===== src/rtl/usb_evt_pkg.sv =====
package usb_evt_pkg;

    localparam int REG_W = 8;

    localparam int B_SUSP  = 0;
    localparam int B_SOF   = 2;
    localparam int B_EOR   = 3;
    localparam int B_WAKE  = 4;
    localparam int B_EORSM = 5;
    localparam int B_UPRSM = 6;

    // bits that hold real state; the rest read as zero
    localparam logic [REG_W-1:0] IMPL_MASK = 8'h7D;

    typedef struct packed {
        logic uprsm;
        logic eorsm;
        logic wake;
        logic eor;
        logic sof;
        logic susp;
    } evt_t;

    function automatic logic [REG_W-1:0] evt_to_vec(input evt_t e);
        logic [REG_W-1:0] v;
        v          = '0;
        v[B_SUSP]  = e.susp;
        v[B_SOF]   = e.sof;
        v[B_EOR]   = e.eor;
        v[B_WAKE]  = e.wake;
        v[B_EORSM] = e.eorsm;
        v[B_UPRSM] = e.uprsm;
        return v;
    endfunction

endpackage


===== src/rtl/usb_idle_timer.sv =====
module usb_idle_timer #(
    parameter int IDLE_CYCLES = 48000
) (
    input  logic clk,
    input  logic rst,
    input  logic bus_idle,
    output logic susp_evt,
    output logic wake_evt
);
    localparam int CW = $clog2(IDLE_CYCLES + 1);
    localparam logic [CW-1:0] LIMIT = CW'(IDLE_CYCLES);

    logic [CW-1:0] cnt_q;
    logic          fired_q;
    logic          idle_prev_q;

    always_ff @(posedge clk) begin
        if (rst) begin
            cnt_q       <= '0;
            fired_q     <= 1'b0;
            idle_prev_q <= 1'b0;
        end else begin
            idle_prev_q <= bus_idle;
            if (!bus_idle) begin
                cnt_q   <= '0;
                fired_q <= 1'b0;
            end else begin
                if (cnt_q != LIMIT) cnt_q <= cnt_q + 1'b1;
                if (susp_evt) fired_q <= 1'b1;
            end
        end
    end

    always_comb begin
        susp_evt = bus_idle && (cnt_q == LIMIT) && !fired_q;
        wake_evt = !bus_idle && idle_prev_q;
    end

endmodule


===== src/rtl/usb_evt_flags.sv =====
module usb_evt_flags
    import usb_evt_pkg::*;
(
    input  logic             clk,
    input  logic             rst,
    input  logic [REG_W-1:0] set_vec,
    input  logic [REG_W-1:0] clr_vec,
    output logic [REG_W-1:0] flags
);
    for (genvar i = 0; i < REG_W; i++) begin : g_bit
        if (IMPL_MASK[i]) begin : g_impl
            logic f_q;
            always_ff @(posedge clk) begin
                if (rst)             f_q <= 1'b0;
                else if (set_vec[i]) f_q <= 1'b1;
                else if (clr_vec[i]) f_q <= 1'b0;
            end
            assign flags[i] = f_q;
        end else begin : g_rsv
            assign flags[i] = 1'b0;
        end
    end

endmodule


===== src/rtl/usb_evt_irqgen.sv =====
module usb_evt_irqgen
    import usb_evt_pkg::*;
(
    input  logic             clk,
    input  logic             rst,
    input  logic [REG_W-1:0] flags,
    input  logic [REG_W-1:0] enables,
    input  logic             glb_ie,
    output logic             irq
);
    logic pend;

    always_comb pend = glb_ie && (|(flags & enables));

    always_ff @(posedge clk) begin
        if (rst) irq <= 1'b0;
        else     irq <= pend;
    end

endmodule


===== src/rtl/usb_evt_irq.sv =====
module usb_evt_irq
    import usb_evt_pkg::*;
#(
    parameter int IDLE_CYCLES = 48000
) (
    input  logic             clk,
    input  logic             rst,
    input  logic             bus_idle,
    input  logic             sof_pulse,
    input  logic             eor_pulse,
    input  logic             eorsm_pulse,
    input  logic             uprsm_pulse,
    input  logic             glb_ie,
    input  logic             reg_addr,
    input  logic             reg_wr,
    input  logic [REG_W-1:0] reg_wdata,
    output logic [REG_W-1:0] reg_rdata,
    output logic             irq
);
    logic             susp_evt;
    logic             wake_evt;
    evt_t             evt;
    logic [REG_W-1:0] set_vec;
    logic [REG_W-1:0] clr_vec;
    logic [REG_W-1:0] flags_q;
    logic [REG_W-1:0] en_q;

    usb_idle_timer #(.IDLE_CYCLES(IDLE_CYCLES)) u_timer (
        .clk      (clk),
        .rst      (rst),
        .bus_idle (bus_idle),
        .susp_evt (susp_evt),
        .wake_evt (wake_evt)
    );

    always_comb begin
        evt.susp  = susp_evt;
        evt.sof   = sof_pulse;
        evt.eor   = eor_pulse;
        evt.wake  = wake_evt;
        evt.eorsm = eorsm_pulse;
        evt.uprsm = uprsm_pulse;
        set_vec   = evt_to_vec(evt);
        clr_vec   = (reg_wr && !reg_addr) ? (~reg_wdata & IMPL_MASK) : '0;
    end

    usb_evt_flags u_flags (
        .clk     (clk),
        .rst     (rst),
        .set_vec (set_vec),
        .clr_vec (clr_vec),
        .flags   (flags_q)
    );

    always_ff @(posedge clk) begin
        if (rst)                    en_q <= '0;
        else if (reg_wr && reg_addr) en_q <= reg_wdata & IMPL_MASK;
    end

    always_comb reg_rdata = reg_addr ? en_q : flags_q;

    usb_evt_irqgen u_irq (
        .clk     (clk),
        .rst     (rst),
        .flags   (flags_q),
        .enables (en_q),
        .glb_ie  (glb_ie),
        .irq     (irq)
    );

endmodule


===== config.mk =====
export PLATFORM = sky130hd
export DESIGN_NAME = usb_evt_irq
export DESIGN_NICKNAME = d
export VERILOG_FILES = /design/src/rtl/usb_evt_pkg.sv /design/src/rtl/usb_idle_timer.sv /design/src/rtl/usb_evt_flags.sv /design/src/rtl/usb_evt_irqgen.sv /design/src/rtl/usb_evt_irq.sv
export SDC_FILE = /design/constraint.sdc
export NUM_CORES = 1
export LEC_CHECK = 0
export ABC_AREA = 1
export BUFFER_PORTS_ARGS = -buffer_cell sky130_fd_sc_hd__buf_2
export CORE_AREA = 2 2 56 58
export CTS_BUF_LIST = sky130_fd_sc_hd__clkbuf_8
export CTS_CLUSTER_SIZE = 14
export DETAILED_ROUTE_END_ITERATION = 16
export DIE_AREA = 0 0 58 60
export PLACE_DENSITY = 0.81
export SLEW_MARGIN = 20
export SYNTH_ARGS = -nofsm -noshare
export SYNTH_HDL_FRONTEND = slang
export SYNTH_SLANG_ARGS = --single-unit

===== constraint.sdc =====
create_clock -name clk -period 1.3 [get_ports clk]
set_input_delay 0.13 -clock clk [delete_from_list [all_inputs] [get_ports clk]]
set_output_delay 0.13 -clock clk [all_outputs]
set_load 0.03 [all_outputs]

* Word level (Yosys, flattened, before mapping) *
Cells that the tools add are included.

cells by class
  eq/ne operators = 2
  reduce and logical (&&, ||, !) cells = 17
  add/subtract/negate cells = 1
  bitwise logic cells = 3
  muxes and demuxes = 14

operators by type and width
  kind                                                             number
  16-bit by 1-bit adder with 16-bit output, second input constant  1
  16-bit == test, second input constant                            1
  16-bit inequality test, second input constant                    1
  7-bit two-way mux                                                2
  1-bit two-way mux                                                12
  2-bit nonzero test                                               6
  8-bit OR reduction                                               1
  7-bit bitwise AND                                                1
  7-bit inverter                                                   1
  1-bit logical AND                                                6
  1-bit zero test                                                  3
  2-bit OR reduction                                               1
  1-bit inverter                                                   1

word-level totals
  register bits after elaboration = 31
  output and inout bits = 9
  bits of input ports = 18
  logic and storage cells = 48

* Depth between registers and ports, before layout *
Gate-level depths: netlist of the first run.

  word-level depth = 5
  gate-level depth with buffers = 9
  mapped depth without buffers = 9

* By module *
A second synthesis of the first run with hierarchy kept.

second synthesis, totals
  cells, all modules = 290
  area, all modules = 1823.0 µm²

modules (own cells, without submodules)
  module          seq. area each (µm²)  instances  cells each  area an instance (µm²)
  usb_idle_timer  360.3                 1          168         1071.0
  usb_evt_irq     120.1                 1          65          385.4
  usb_evt_flags   120.1                 1          39          281.5
  usb_evt_irqgen  20.0                  1          18          85.1

* Worst setup path before layout of the first run *
Ideal clock, no wire load.

  path kind = flip-flop to output port
  start point = register u_flags.g_bit[5].g_impl.f_q
  end point = output reg_rdata[5]
  setup slack = 0.150 ns
  data required time = 1.170 ns
  stages on the path, launching flop included = 3
  arrival time = 1.020 ns
  buffers on the path = 0
  cells stage by stage = dfxtp_1 > inv_1 > o21ai_0

on the way
  longest elaborated chain between the ends = 1

ends and longest elaborated chain
  element                 RTL line             RTL
  from (decl)             usb_evt_flags.sv:12  logic f_q;
  from (signal assigned)  usb_evt_flags.sv:14  if (rst) f_q <= 1'b0;
  from (signal assigned)  usb_evt_flags.sv:15  else if (set_vec[i]) f_q <= 1'b1;
  from (signal assigned)  usb_evt_flags.sv:16  else if (clr_vec[i]) f_q <= 1'b0;
  7-bit two-way mux       usb_evt_irq.sv:60    always_comb reg_rdata = reg_addr ? en_q : flags_q;
  to (decl)               usb_evt_irq.sv:17    output logic [REG_W-1:0] reg_rdata,

No other way between the ends.

* Final worst setup path of the first run *
  start point = register u_timer.cnt_q[1]
  end point = register u_timer.cnt_q[0]

on the way
  longest elaborated chain between the ends = 1

ends and longest elaborated chain
  element                 RTL line              RTL
  from (decl)             usb_idle_timer.sv:13  logic [CW-1:0] cnt_q;
  from (signal assigned)  usb_idle_timer.sv:28  if (cnt_q != LIMIT) cnt_q <= cnt_q + 1'b1;
  16-bit inequality test  usb_idle_timer.sv:28

No other way between the ends.
A chain may end at the register's enable or synchronous reset.

==> reports/results.txt, run 1 <==
Worst Clk Skew - 0.00402 ns
Clock latency on the worst-skew pair - 0.28 ns
Number of enable flip-flop cells after synthesis - 0
Via Count - 1,591
Sequential element share of the synthesized area - 38.7%
End of the worst register-to-register path - u_timer.cnt_q[0]
Hold path startpoint - sof_pulse
Post-synth top area cell - dfxtp_1
Worst Hold Path Cells - 3
Number of buffer cells added on primary ports - 22
Clock Root Buffer - clkbuf_8
Clock-pin transition on the worst setup and hold timing paths - 0.06 ns
First-pass GRT wire length - 5730 µm
Peak supply drop - 841 µV
Nature of the critical path startpoint - flop
CTS Hold Bufs - 0
Filler-free cell count of the finished design - 313
CP max FO - 3
Flop pwr share - 51.0%
Top cells by count, synth - nand2_1, nor2_1, inv_1
Post-Syn Area per Cell - 6.42 µm²
Final hold viol count - 0
Via/cell ratio - 5.08
Portion of total power attributed to the clock network - 39.1%
Crit path cell chain - inv_1, ha_2, nand2_1, nor2_1, nand2_1, nor2_2, nor2_1, nor2_1
Final antenna diode count - 0
Row Count - 20
Logic gate share of total power - 9.9%
Clock Path Buffers - 2
Largest stage delay, worst path - 0.34 ns
Time the final worst path needs with I/O delays and setup - 1.18 ns
Overall die area - 3480 µm²
Final ANT Viol Nets - 0
Proportion of layout cells with a drive suffix above 1 - 20.0%
Data required time of the worst path - 1.52 ns
Nets@finish - 300
Placeable Area - 2900 µm²
Switching Power - 0.496 mW
Top-level I/O count - 27
DPL Wire Length - 2530 µm
Synthesized instance count - 250
H-tree Lvls - 2
Ys Warns - 0
DIE HEIGHT - 60 µm
Number of max-cap violations - 0
Most common cell in the netlist - nand2_1
Most frequent cell on the critical path - nor2_1
Number of antenna violations at the first check in global routing - 0
Number of setup violations in the final report - 0
Startpoint of the worst setup timing path - u_timer.cnt_q[1]
Internal portion of total power - 1.46 mW
Via count of the first global-routing pass - 1,421
Total routed wirelength - 3340 µm
Synth Register Bits - 31
Number of buffers created by CTS - 5
Cell variety after synth - 22
R2R depth - 8
Unrepaired setup endpoints after global routing - yes
Routability-driven placement congestion ratio - 0.874
TritonCTS clock tree - yes
Destination of the worst hold path - u_flags.g_bit[2].g_impl.f_q
Floorplan die width - 58 µm
Violation count after the first detailed-routing iteration - 78
Starting density of the core - 55.3%
Sinks on the clock net - 31
Static power due to leakage - 0.843 nW
Largest net degree at the start of global routing - 11
Wire length per cell after detailed routing - 10.7 µm
Total global-route track usage - 22.1%
Number of max-slew violations in the final report - 0
Data arrival time of the critical path - 1.39 ns
P per Cell Area - 1040 nW/µm²
Synth-to-Final Area Change - 16.8%
First-pass iteration count of the detailed router - 4
Number of remaining DRC errors - 0
Worst R2R Start - u_timer.cnt_q[1]
Overflow left after global routing - 0
Placed Instances - 304
Fraction of power spent switching nets - 25.3%
Hold Path Class - in2reg
Result of the run - finished, final reports clean
Crit. End Element - flop
Worst reg2reg setup slack - 0.12 ns
Synth top area share - 38.7%
Post-synthesis instance area - 1600 µm²
Top post-synthesis cells by area - dfxtp_1, nand2_1, nor2_1
WHS - 0.0723 ns
Main flop type after synthesis - dfxtp_1
Standard cell with the maximum stage delay on the critical path - dfxtp_2
Upper clock frequency limit - 850 MHz
Final clock period utilization by the worst path - 90.5%
Type of the worst setup path - reg2reg
Asr flop ratio synth - 0%
[metal layers]
metal / up-vias / GRT usage [%] / part of all wire, %
met5: - / 0 / 0
met4: 0 / 13.3 / 2.5
met3: 9 / 7.79 / 5.4
met2: 41 / 36.9 / 49
met1: 706 / 24.2 / 43
li1: 835 / - / -
[worst max path at each step]
stage	to	slack [ns]	cells after the start
5_1_grt	u_timer.cnt_q[11]	-0.009	7
4_1_cts	u_timer.cnt_q[14]	0.007	8
3_5_place_dp	u_timer.cnt_q[14]	0.03	8
6_report	u_timer.cnt_q[0]	0.12	8
2_1_floorplan	reg_rdata[5]	0.15	2
3_3_place_gp	u_timer.cnt_q[14]	0.06	8
[cells in the final DEF (no fill, tap or decap)]
master and n:
a21oi_1 15, buf_2 22, buf_4 5, clkbuf_8 6, clkinv_2 1, conb_1 2
dfxtp_1 29, dfxtp_2 2, ha_2 1, ha_4 1, inv_1 34, inv_2 4
nand2_1 58, nand2_2 5, nand3_1 14, nand3_2 1, nand4_1 2, nor2_1 41
nor2_2 6, nor2_4 2, nor3_1 3, o21ai_0 22, o21ai_1 1, o21bai_1 2
xor2_1 1
[power groups by stage]
stage          sequential (mW)  combinational, mW  clock (mW)
6_report                 0.998              0.194       0.766
5_1_grt                   1.00              0.216       0.830
4_1_cts                  0.996              0.191       0.786
3_5_place_dp              1.02              0.190           0
3_3_place_gp              1.02              0.187           0
2_1_floorplan             1.02              0.133           0
[critical path: cells and delay by family, from the launching register on]
| kind | cells | cell delay [ns] |
|---|---|---|
| simple gates | 6 | 0.49 |
| flops | 1 | 0.34 |
| buf+inv | 1 | 0.08 |
| fa+ha+maj | 1 | 0.20 |
[registers in the layout, summed over array words and instances, names as in the netlist]
| signal | count |
|---|---|
| u_flags.g_bit.g_impl.f_q | 6 |
| u_irq.irq | 1 |
| u_timer.fired_q | 1 |
| u_timer.idle_prev_q | 1 |
| u_timer.cnt_q | 16 |
| en_q | 6 |
[through the flow]
step	setup WS, ns	instance area (µm²)	setup TNS, ns	util (%)	power [mW]
6_report	0.124	1870	0	64.6	1.96
4_1_cts	0.00661	1840	0	63.3	1.97
3_5_place_dp	0.0276	1750	0	60.3	1.21
3_3_place_gp	0.0634	1750	0	60.3	1.20
5_1_grt	-0.00860	1870	-0.00860	64.6	2.05
2_1_floorplan	0.150	1610	0	-	1.15
[kinds of logic after synthesis]
logic type                 Yosys count  share of synthesized area (%)
and+or+nand+nor                    132                           35.3
buffers and inverters               43                           10.9
AOI/OAI and AO/OA                   40                           12.8
DFF                                 31                           38.7
adders and majority gates            2                           1.56
xor gates and xnor gates             1                          0.546
other                                1                          0.234
[final cells by class]
class	instances	area (µm²)
Clock buffer	6	82.6
Clock inverter	1	5.00
Fill cell	277	1030
Inverter	38	143
Multi-Input combinational cell	177	832
Sequential cell	31	623
Tap cell	33	41.3
Timing Repair Buffer	27	148
[repair_timing]
item / in CTS / in global routing
setup endpoints to repair: 0 / 10
buffers inserted: 0 / 2
resized for setup: 0 / 9
(Power assumes the default switching activity.)
==> inputs of run 2 (changes only) <==
--- a/config.mk
+++ b/config.mk
@@ -12,6 +12,8 @@
 export CTS_CLUSTER_SIZE = 14
 export DETAILED_ROUTE_END_ITERATION = 16
 export DIE_AREA = 0 0 58 60
+export HOLD_SLACK_MARGIN = 0.1
+export MAX_ROUTING_LAYER = met4
 export PLACE_DENSITY = 0.81
 export SLEW_MARGIN = 20
 export SYNTH_ARGS = -nofsm -noshare
==> constraint.sdc (replaced) <==
create_clock -name clk -period 1.3 [get_ports clk]
set_input_delay 0.13 -clock clk [delete_from_list [all_inputs] [get_ports clk]]
set_output_delay 0.13 -clock clk [all_outputs]
set_load 0.02 [all_outputs]
==> run 2 against run 1 <==
Effect of this change:
- critical path depth unchanged
- cell area increased by 2.7%
- non-clock buffer count increased by 5
- power decreased by 0.13%
- global-route usage increased by 0.98 points
- critical endpoint is now u_timer.cnt_q[14]
- highest routed layer unchanged
==> reports/results.txt, run 2 (synthesized netlist as in run 1, its figures left out) <==
Result of the run - finished, final reports clean
Logic gate share of total power - 9.8% (about the same)
Crit path cell chain - ha_4, nand2_2, nor2_2, nand2_2, nor2_2, nand2_1, nand2_1, nor2_1
Registers with the most flip-flops - u_timer.cnt_q (16), en_q (6), u_flags.g_bit.g_impl.f_q (6)
Via Count - 1,605 (+0.88%)
Flop pwr share - 51.1% (about the same)
Total routed wirelength - 3360 µm (+0.75%)
Sinks on the clock net - 31 (unchanged)
First-pass iteration count of the detailed router - 4 (unchanged)
Via/cell ratio - 5.05 (-0.71%)
Via count of the first global-routing pass - 1,444 (+1.6%)
DIE HEIGHT - 60 µm (unchanged)
Number of setup violations in the final report - 0 (unchanged)
Internal portion of total power - 1.47 mW (+0.66%)
Largest net degree at the start of global routing - 11 (unchanged)
Number of max-cap violations - 0 (unchanged)
Crit. End Element - flop
Count of buffering cells on the critical path with inverters included - 0 (-1)
Number of remaining DRC errors - 0 (unchanged)
Area of all placed cells without fillers - 1920 µm² (+2.7%)
Time the final worst path needs with I/O delays and setup - 1.18 ns (+0.00142 ns)
Routability-driven placement congestion ratio - 0.889 (+1.6%)
Number of buffers created by CTS - 5 (unchanged)
Largest stage delay, worst path - 0.38 ns (+0.04 ns)
Final ANT Viol Nets - 0 (unchanged)
Clock-pin transition on the worst setup and hold timing paths - 0.06 ns (about the same)
Proportion of layout cells with a drive suffix above 1 - 19.6% (-0.35 points)
Starting density of the core - 55.3% (unchanged)
Hold Path Class - in2reg
Synth-to-Final Area Change - 20.0%
Floorplan die width - 58 µm (unchanged)
Final antenna diode count - 0 (unchanged)
Violation count after the first detailed-routing iteration - 111 (+42%)
P per Cell Area - 1020 nW/µm² (-2.7%)
Largest Register - u_timer.cnt_q
DPL Wire Length - 2530 µm (unchanged)
Post-detailed-placement cell area - 1750 µm² (unchanged)
H-tree Lvls - 2 (unchanged)
Switching Power - 0.484 mW (-2.5%)
Most frequent cells in the layout - nand2_1, nor2_1, inv_1, dfxtp_1
Unrepaired setup endpoints after global routing - yes
Static power due to leakage - 0.864 nW (+2.5%)
Number of antenna violations at the first check in global routing - 0 (unchanged)
Wire length per cell after detailed routing - 10.6 µm (-0.84%)
Number of max-slew violations in the final report - 0 (unchanged)
Total global-route track usage - 23.1% (+0.98 points)
Standard cell with the maximum stage delay on the critical path - dfxtp_2
First-pass GRT wire length - 5830 µm (+1.8%)
Number of buffer cells added on primary ports - 22 (unchanged)
Nature of the critical path startpoint - flop
Upper clock frequency limit - 849 MHz (-0.12%)
Data required time of the worst path - 1.48 ns (-0.04 ns)
CP max FO - 5 (+2)
Type of the worst setup path - reg2reg
Final clock period utilization by the worst path - 90.6% (+0.11 points)
Top cell family by delay on the critical path - simple AND/OR/NAND/NOR gates
Total negative slack for setup checks - 0 ns (unchanged)
TritonCTS clock tree - yes
Clock Path Buffers - 2 (unchanged)
Peak supply drop - 838 µV (-0.33%)
Clock latency on the worst-skew pair - 0.28 ns (about the same)
Placeable Area - 2900 µm² (unchanged)
Number of flip-flops in the largest register - 16 (unchanged)
Portion of total power attributed to the clock network - 39.1% (about the same)
Most common cell after layout, fill and taps aside - nand2_1
Fraction of power spent switching nets - 24.7% (-0.59 points)
Final hold viol count - 0 (unchanged)
Nets@finish - 305 (+1.7%)
Worst Clk Skew - 0.00398 ns (-0.0000451 ns)
Top-level I/O count - 27 (unchanged)
Overall die area - 3480 µm² (unchanged)
Clock Root Buffer - clkbuf_8
Data arrival time of the critical path - 1.36 ns (-0.03 ns)
Row Count - 20 (unchanged)
Overflow left after global routing - 0 (unchanged)
[run 2: cell count changes in the layout (fill, tap and decap cells not counted)]
cell	change
dlygate4sd3_1	+5
[run 2: worst paths after layout]
path | start | endpoint | slack (ns) | cells past startpoint
setup reg to reg | u_timer.cnt_q[0] | u_timer.cnt_q[14] | 0.12 | 8
hold reg to reg | u_timer.idle_prev_q | u_flags.g_bit[4].g_impl.f_q | 0.45 | 2
setup / recovery | u_timer.cnt_q[0] | u_timer.cnt_q[14] | 0.12 | 8
hold / removal | reg_wdata[2] | en_q[2] | 0.13 | 3
[run 2: cell type report]
class | instances | area (µm²)
clock inverters | 1 | 5.00
inverters | 38 | 143
fillers | 265 | 978
repair buffers | 32 | 198
clock buffers | 6 | 82.6
flip-flops and latches | 31 | 623
multi-input cells | 177 | 832
well taps | 33 | 41.3
[run 2: metrics by stage]
stage	setup slack [ns]	std cells	power (mW)	utilization, %	hold WS (ns)
detailed placement	0.0276	304	1.19	60.3	0.372
finish	0.123	318	1.96	66.3	0.125
global route	-0.00860	318	2.05	66.3	0.130
floorplan	0.168	251	1.14	-	0.258
CTS	0.00661	316	1.97	65.0	0.118
global placement	0.0634	304	1.19	60.3	0.365
[run 2: power groups by stage]
| stage | clock network, mW | registers, mW | logic, mW |
|---|---|---|---|
| after global routing | 0.831 | 1.00 | 0.215 |
| after global placement | 0 | 1.02 | 0.173 |
| after detailed placement | 0 | 1.02 | 0.176 |
| after CTS | 0.786 | 0.996 | 0.189 |
| final | 0.765 | 0.999 | 0.192 |
| after floorplan | 0 | 1.01 | 0.120 |
[run 2: worst reg2reg max path, cell delays in order, from the launching register on]
cell and delay (ns):
dfxtp_2 0.38, ha_4 0.15, nand2_2 0.06, nor2_2 0.10, nand2_2 0.10, nor2_2 0.13, nand2_1 0.05, nand2_1 0.06
nor2_1 0.04
[run 2: timing repair]
action | CTS | global route
hold endpoints to repair | 5 | 0
setup endpoints to repair | 0 | 10
resized for setup | 0 | 9
setup buffers | 0 | 2
hold buffers | 5 | 0
[run 2: metal layers]
layer  global-route usage, %  up-vias  routed length, µm
met3                    7.79        9                130
met2                    37.3       31               1650
met1                    24.7      720               1510
met5                       -        -                  0
met4                    13.3        0                 82
li1                        -      845                  -
